`src/rtl/ffld_pkg.sv`:
```
package ffld_pkg;

  typedef enum logic [1:0] {
    ST_IDLE  = 2'd0,
    ST_ISSUE = 2'd1,
    ST_WAIT  = 2'd2,
    ST_DONE  = 2'd3
  } ffld_state_e;

  // Closed-form element address, wide enough for any address width up to 64.
  function automatic logic [63:0] ea_calc(input logic [63:0] base,
                                          input logic [63:0] step,
                                          input logic [63:0] idx);
    return base + step * idx;
  endfunction

  // Clamp a requested count to the buffer depth.
  function automatic int unsigned clamp_cnt(input int unsigned req,
                                            input int unsigned max_elems);
    return (req > max_elems) ? max_elems : req;
  endfunction

endpackage

```
`src/rtl/ffld_addr_gen.sv`:
```
module ffld_addr_gen #(
  parameter int ADDR_W = 32,
  parameter int IMM_W  = 16
) (
  input  logic              clk,
  input  logic              rst_n,
  input  logic              load_i,
  input  logic [ADDR_W-1:0] base_i,
  input  logic [IMM_W-1:0]  imm_i,
  input  logic              adv_i,
  output logic [ADDR_W-1:0] addr_o,
  output logic [ADDR_W-1:0] base_o,
  output logic [ADDR_W-1:0] step_o
);
  localparam int EXT_W = ADDR_W - IMM_W;

  logic [ADDR_W-1:0] base_q, step_q, addr_q;
  logic [ADDR_W-1:0] step_ext;

  assign step_ext = {{EXT_W{imm_i[IMM_W-1]}}, imm_i};

  // Running address: one adder step per element, no multiplier in the path.
  always_ff @(posedge clk) begin
    if (!rst_n) begin
      base_q <= '0;
      step_q <= '0;
      addr_q <= '0;
    end else if (load_i) begin
      base_q <= base_i;
      step_q <= step_ext;
      addr_q <= base_i;
    end else if (adv_i) begin
      addr_q <= addr_q + step_q;
    end
  end

  assign addr_o = addr_q;
  assign base_o = base_q;
  assign step_o = step_q;
endmodule

```
`src/rtl/ffld_elem_buf.sv`:
```
module ffld_elem_buf #(
  parameter int DATA_W = 32,
  parameter int DEPTH  = 64,
  parameter int IDX_W  = $clog2(DEPTH)
) (
  input  logic              clk,
  input  logic              wr_en_i,
  input  logic [IDX_W-1:0]  wr_idx_i,
  input  logic [DATA_W-1:0] wr_data_i,
  input  logic [IDX_W-1:0]  rd_idx_i,
  output logic [DATA_W-1:0] rd_data_o
);
  logic [DATA_W-1:0] mem_q [DEPTH];

  always_ff @(posedge clk) begin
    if (wr_en_i) mem_q[wr_idx_i] <= wr_data_i;
  end

  assign rd_data_o = mem_q[rd_idx_i];
endmodule

```
`src/rtl/ffld_ctrl.sv`:
```
module ffld_ctrl
  import ffld_pkg::*;
#(
  parameter int MAX_ELEMS = 64,
  parameter int CNT_W     = $clog2(MAX_ELEMS + 1)
) (
  input  logic             clk,
  input  logic             rst_n,
  input  logic             start_i,
  input  logic [CNT_W-1:0] count_i,
  input  logic             rsp_valid_i,
  input  logic             rsp_fault_i,
  output logic             busy_o,
  output logic             issue_o,
  output logic             load_o,
  output logic             adv_o,
  output logic             wr_en_o,
  output logic [CNT_W-1:0] idx_o,
  output logic             done_o,
  output logic [CNT_W-1:0] len_o,
  output logic             trap_o,
  // named events for checking
  output logic             ev_trap_o,
  output logic             ev_trunc_o,
  output logic             ev_last_o
);
  ffld_state_e      state_q;
  logic [CNT_W-1:0] idx_q, cnt_q, len_q, eff_cnt;
  logic             trap_q;
  logic             accept, rsp_here, last_elem;

  assign eff_cnt   = CNT_W'(clamp_cnt(int'(count_i), MAX_ELEMS));
  assign accept    = (state_q == ST_IDLE) && start_i;
  assign rsp_here  = (state_q == ST_WAIT) && rsp_valid_i;
  assign last_elem = (idx_q + CNT_W'(1)) == cnt_q;

  assign ev_trap_o  = rsp_here && rsp_fault_i && (idx_q == '0);
  assign ev_trunc_o = rsp_here && rsp_fault_i && (idx_q != '0);
  assign ev_last_o  = rsp_here && !rsp_fault_i && last_elem;

  always_ff @(posedge clk) begin
    if (!rst_n) begin
      state_q <= ST_IDLE;
      idx_q   <= '0;
      cnt_q   <= '0;
      len_q   <= '0;
      trap_q  <= 1'b0;
    end else begin
      unique case (state_q)
        ST_IDLE: if (start_i) begin
          cnt_q  <= eff_cnt;
          idx_q  <= '0;
          len_q  <= '0;
          trap_q <= 1'b0;
          state_q <= (eff_cnt == '0) ? ST_DONE : ST_ISSUE;
        end
        ST_ISSUE: state_q <= ST_WAIT;
        ST_WAIT: if (rsp_valid_i) begin
          if (rsp_fault_i) begin
            len_q   <= idx_q;
            trap_q  <= (idx_q == '0);
            state_q <= ST_DONE;
          end else if (last_elem) begin
            len_q   <= cnt_q;
            trap_q  <= 1'b0;
            state_q <= ST_DONE;
          end else begin
            idx_q   <= idx_q + CNT_W'(1);
            state_q <= ST_ISSUE;
          end
        end
        ST_DONE: state_q <= ST_IDLE;
        default: state_q <= ST_IDLE;
      endcase
    end
  end

  assign busy_o  = (state_q != ST_IDLE);
  assign issue_o = (state_q == ST_ISSUE);
  assign load_o  = accept;
  assign adv_o   = rsp_here && !rsp_fault_i && !last_elem;
  assign wr_en_o = rsp_here && !rsp_fault_i;
  assign idx_o   = idx_q;
  assign done_o  = (state_q == ST_DONE);
  assign len_o   = len_q;
  assign trap_o  = trap_q;


  trap_len_chk: assert property (@(posedge clk) disable iff (!rst_n)
    ev_trap_o |=> (done_o && trap_o && (len_o == '0)));


  trunc_len_chk: assert property (@(posedge clk) disable iff (!rst_n)
    ev_trunc_o |=> (done_o && !trap_o && (len_o == $past(idx_q))));


  full_len_chk: assert property (@(posedge clk) disable iff (!rst_n)
    ev_last_o |=> (done_o && !trap_o && (len_o == cnt_q)));


  single_req_chk: assert property (@(posedge clk) disable iff (!rst_n)
    issue_o |=> !issue_o);


  done_pulse_chk: assert property (@(posedge clk) disable iff (!rst_n)
    done_o |=> (!done_o && !busy_o));


  zero_cnt_chk: assert property (@(posedge clk) disable iff (!rst_n)
    (accept && (count_i == '0)) |=> (done_o && (len_o == '0) && !trap_o));


  clamp_chk: assert property (@(posedge clk) disable iff (!rst_n)
    busy_o |-> (cnt_q <= CNT_W'(MAX_ELEMS)));


  busy_ignore_chk: assert property (@(posedge clk) disable iff (!rst_n)
    (busy_o && start_i && !done_o) |=> (busy_o && $stable(cnt_q)));
endmodule

```
`src/rtl/ffld_seq.sv`:
```
module ffld_seq #(
  parameter int ADDR_W    = 32,
  parameter int DATA_W    = 32,
  parameter int IMM_W     = 16,
  parameter int MAX_ELEMS = 64,
  parameter int CNT_W     = $clog2(MAX_ELEMS + 1),
  parameter int IDX_W     = $clog2(MAX_ELEMS)
) (
  input  logic              clk,
  input  logic              rst_n,
  input  logic              start_i,
  input  logic [ADDR_W-1:0] base_i,
  input  logic [IMM_W-1:0]  imm_i,
  input  logic [CNT_W-1:0]  count_i,
  output logic              busy_o,
  output logic              req_valid_o,
  output logic [ADDR_W-1:0] req_addr_o,
  input  logic              rsp_valid_i,
  input  logic              rsp_fault_i,
  input  logic [DATA_W-1:0] rsp_data_i,
  input  logic [IDX_W-1:0]  rd_idx_i,
  output logic [DATA_W-1:0] rd_data_o,
  output logic              done_o,
  output logic [CNT_W-1:0]  len_o,
  output logic              trap_o
);
  logic             load, adv, wr_en;
  logic             ev_trap, ev_trunc, ev_last;
  logic [CNT_W-1:0] idx;
  logic [ADDR_W-1:0] base_l, step_l;

  ffld_ctrl #(.MAX_ELEMS(MAX_ELEMS), .CNT_W(CNT_W)) u_ctrl (
    .clk        (clk),
    .rst_n      (rst_n),
    .start_i    (start_i),
    .count_i    (count_i),
    .rsp_valid_i(rsp_valid_i),
    .rsp_fault_i(rsp_fault_i),
    .busy_o     (busy_o),
    .issue_o    (req_valid_o),
    .load_o     (load),
    .adv_o      (adv),
    .wr_en_o    (wr_en),
    .idx_o      (idx),
    .done_o     (done_o),
    .len_o      (len_o),
    .trap_o     (trap_o),
    .ev_trap_o  (ev_trap),
    .ev_trunc_o (ev_trunc),
    .ev_last_o  (ev_last)
  );

  ffld_addr_gen #(.ADDR_W(ADDR_W), .IMM_W(IMM_W)) u_agen (
    .clk   (clk),
    .rst_n (rst_n),
    .load_i(load),
    .base_i(base_i),
    .imm_i (imm_i),
    .adv_i (adv),
    .addr_o(req_addr_o),
    .base_o(base_l),
    .step_o(step_l)
  );

  ffld_elem_buf #(.DATA_W(DATA_W), .DEPTH(MAX_ELEMS), .IDX_W(IDX_W)) u_buf (
    .clk      (clk),
    .wr_en_i  (wr_en),
    .wr_idx_i (idx[IDX_W-1:0]),
    .wr_data_i(rsp_data_i),
    .rd_idx_i (rd_idx_i),
    .rd_data_o(rd_data_o)
  );


  ea_formula_chk: assert property (@(posedge clk) disable iff (!rst_n)
    req_valid_o |-> (req_addr_o ==
      ADDR_W'(ffld_pkg::ea_calc(64'(base_l), 64'(step_l), 64'(idx)))));


  fault_nowrite_chk: assert property (@(posedge clk) disable iff (!rst_n)
    (ev_trap || ev_trunc) |-> !wr_en);


  write_once_chk: assert property (@(posedge clk) disable iff (!rst_n)
    wr_en |-> (rsp_valid_i && busy_o && !ev_last || ev_last));
endmodule

```
`config.mk`:
```
export PLATFORM = sky130hd
export DESIGN_NAME = ffld_seq
export DESIGN_NICKNAME = d
export VERILOG_FILES = /design/src/rtl/ffld_pkg.sv /design/src/rtl/ffld_addr_gen.sv /design/src/rtl/ffld_elem_buf.sv /design/src/rtl/ffld_ctrl.sv /design/src/rtl/ffld_seq.sv
export SDC_FILE = /design/constraint.sdc
export NUM_CORES = 2
export LEC_CHECK = 0
export ABC_AREA = 1
export BUFFER_PORTS_ARGS = -buffer_cell sky130_fd_sc_hd__buf_4
export CORE_ASPECT_RATIO = 0.6
export CORE_UTILIZATION = 25
export DETAILED_ROUTE_END_ITERATION = 10
export PLACE_DENSITY = 0.44
export SLEW_MARGIN = 20
export SYNTH_ARGS = -nofsm -noshare
export SYNTH_HDL_FRONTEND = slang
export SYNTH_SLANG_ARGS = --single-unit
```
`constraint.sdc`:
```
create_clock -name clk -period 3.18 [get_ports clk]
set_input_delay 0.636 -clock clk [delete_from_list [all_inputs] [get_ports clk]]
set_output_delay 0.636 -clock clk [all_outputs]
set_load 0.05 [all_outputs]
```
==> flow_summary.toml <==
[worst_hold_path]
hold_depth = 3
worstHoldPathType = "input port to flop"

[floorplan]
core_mm2 = 0.342
start_util = 0.252
ios = 173
die-area_mm2 = 0.347
row_count = 166
die_w_um = 760
fp.dieH_um = 457

[logic_synthesis]
synth_edf_count = 2048
synth_cells = 7153
syn_area_per_cell_um2 = 12.0
ys_seq_area_frac = 0.731
async_flop_share = 0
synthDistinctLibCells = 43
synth_nets = 7285
synth_ff_type = "edfxtp_1"
yosys-top-cells-area = "edfxtp_1 (71%), o21ai_0 (6.3%), nor2_1 (5.4%), nand2_1 (3.8%), o22ai_1 (3.8%)"
synth_area_mm2 = 0.0861
synth_area_leader_cell = "edfxtp_1"
ys_ff_latch = 2120
yosysTopAreaCellShare = 0.714
ys_warn_count = 0

[place]
io_buffers = 172
place_inst = 11901
gp_congestion = 0.826
place_ws_ps = -698
dp_hpwl_um = 185000

[sta]
setup_viol = 30
maxSlewHeadroom = 0.254
fmax_mhz = 293
fin_crit_sh = 1.07
skew_ps = 63.0
rsz0062_at_grt = "true"
fin_setup_tns_ps = -3780
maxSlewViolCount = 0
period_minus_slack_ps = 3410
holdWs_ps = 81.4
worst_slew_pin_slew_ps = 1120
worst_slack_ps = -235
hold_viol_final = 0

[power_and_ir_drop]
power_uw = 62500
vdd_drop_max_mv = 0.434
power_density_mw_per_mm2 = 571
leakagePower_uw = 0.0368

[global_routing]
grt_pass1_vias = 57496
antenna_found_initial = 16
grt-ovfl-total = 0
grt_pass1_wl_um = 436000
grt_max_degree = 65
grt.total_usage = 0.173

[detailed_routing]
drt_iter0_drc = 7155
drt_pre_antenna_iters = 5
ant_nets = 0
detail_route.vias_per_cell = 4.95
routed_wl_um = 319000
routed-via-count = 61458
routedWlPerCell_um = 25.7
drcViolationCount = 0

[cells_and_area]
area_delta_synth_final_pct = 27.0
layout_common_cells = "edfxtp_1 (2048), nor2_1 (1151), o21ai_0 (875), nand2_1 (850), o22ai_1 (478)"
nets = 7836
multi_input_comb_area_mm2 = 0.0226
layout_commonest_cell = "edfxtp_1"
finalNonFillerCells = 12404
drive_gt1_frac = 0.192
fill_cells = 33933
seqCellArea_mm2 = 0.0629

[clocking]
cts.sinks = 2120
cts.htree.levels = 4
clkSlewWorstSetupHoldPaths_ps = 60
cts_buffers = 214
cts_tree = "done"
root_buffer = "clkbuf_16"
clk_latency_ps = 910
cts_buffer_depth = 4

[job]
maxCapViolations = 0

[setup_path]
path_max_fanout = 15
setup.worst_path.end_class = "output port"
r2r_cells = 10
arrival_ps = 2780
start_kind = "input port"
path_class = "input port to output port"
crit_required_ps = 2540

[status]
outcome = "finished with violations"
violations = "negative setup slack"
## what timing repair did
item / CTS / global route
endpoints found under the hold margin: 17 / 0
gates resized for setup: 437 / 408
gates cloned: 35 / 35
buffers inserted: 27 / 31
setup endpoints to repair: 32 / 32
pin swaps: 127 / 119
hold buffers: 17 / 0
## metrics by stage
stage | utilization | cell area [µm²]
finish | 0.320 | 109000
global route | 0.320 | 109000
CTS | 0.314 | 107000
detailed placement | 0.286 | 97700
global placement | 0.286 | 97700
floorplan | - | 86100
## final timing paths
kind,startpoint,end,slack [ps]
worst max-delay path,rd_idx_i[0],rd_data_o[15],-230
worst min-delay path,count_i[5],u_ctrl.cnt_q[5],80
worst max register to register,u_ctrl.state_q[1],u_buf.mem_q[10][9],500
worst min register to register,u_agen.addr_o[14],u_agen.addr_o[14],490
## critical path, stage by stage
cell,delay [ps]
buf_16,140
buf_16,210
buf_4,150
buf_6,140
o21ai_0,190
o22ai_1,100
nand2_1,60
nand3_1,100
nand3_2,140
a21oi_1,90
buf_4,160
or2_4,280
buf_12,160
buf_12,140
## where the power goes
part	internal (µW)	leakage (µW)	switching [µW]
clock network	14300	0.00328	11200
registers	30700	0.0190	86.8
logic	2250	0.0145	4020
## synthesized netlist by cell type, types with 5 or more instances
| cell | count |
|---|---|
| o21ai_1 | 7 |
| edfxtp_1 | 2048 |
| ha_1 | 33 |
| nand3b_1 | 6 |
| buf_1 | 37 |
| inv_2 | 7 |
| buf_6 | 8 |
| nor2_1 | 1248 |
| nand3_1 | 420 |
| a22oi_1 | 7 |
| a21oi_1 | 103 |
| xnor2_1 | 11 |
| inv_1 | 151 |
| buf_4 | 19 |
| nand2_1 | 870 |
| nor2_4 | 5 |
| clkbuf_1 | 298 |
| o22ai_1 | 519 |
| or2_1 | 26 |
| o21ai_0 | 1092 |
| or2_2 | 12 |
| buf_2 | 114 |
| dfxtp_1 | 72 |
| nand4_1 | 9 |
## cell families (layout without fill, tap and decap cells)
group                    after synthesis  after routing  synth area share
other                                  0              4                 0
AND/OR/NAND/NOR                     2611           2611             0.123
adder cells (fa/ha/maj)               34             34           0.00503
buffers and inverters                636           1347            0.0310
AO/OA/AOI/OAI                       1741           1741             0.109
flip-flops                          2120           2120             0.731
XOR/XNOR                              11             11           0.00112
## metal layers
layer  vias up  track usage  share of wire
met5         -            0        0.00021
met4        10       0.0352          0.020
met3       380       0.0368          0.083
met2      2390        0.240           0.41
met1     31505        0.272           0.49
li1      27173            -              -
## flip-flops by register name, summed over array words and instances, names as in the netlist
name            count
u_ctrl.state_q      2
u_ctrl.len_o        7
u_ctrl.idx_o        7
u_agen.step_o      16
u_buf.mem_q      2048
u_ctrl.cnt_q        7
u_ctrl.trap_o       1
u_agen.addr_o      32
## layout make-up
| type | count | share of cell area |
|---|---|---|
| Antenna cell | 4 | 0.0000915 |
| Clock buffer | 260 | 0.0509 |
| Clock inverter | 116 | 0.0108 |
| Inverter | 160 | 0.00607 |
| Multi-Input combinational cell | 4397 | 0.207 |
| Sequential cell | 2120 | 0.575 |
| Tap cell | 4536 | 0.0519 |
| Timing Repair Buffer | 808 | 0.0975 |
| Timing Repair inverter | 3 | 0.000480 |
Power figures use the tool's default switching activity.
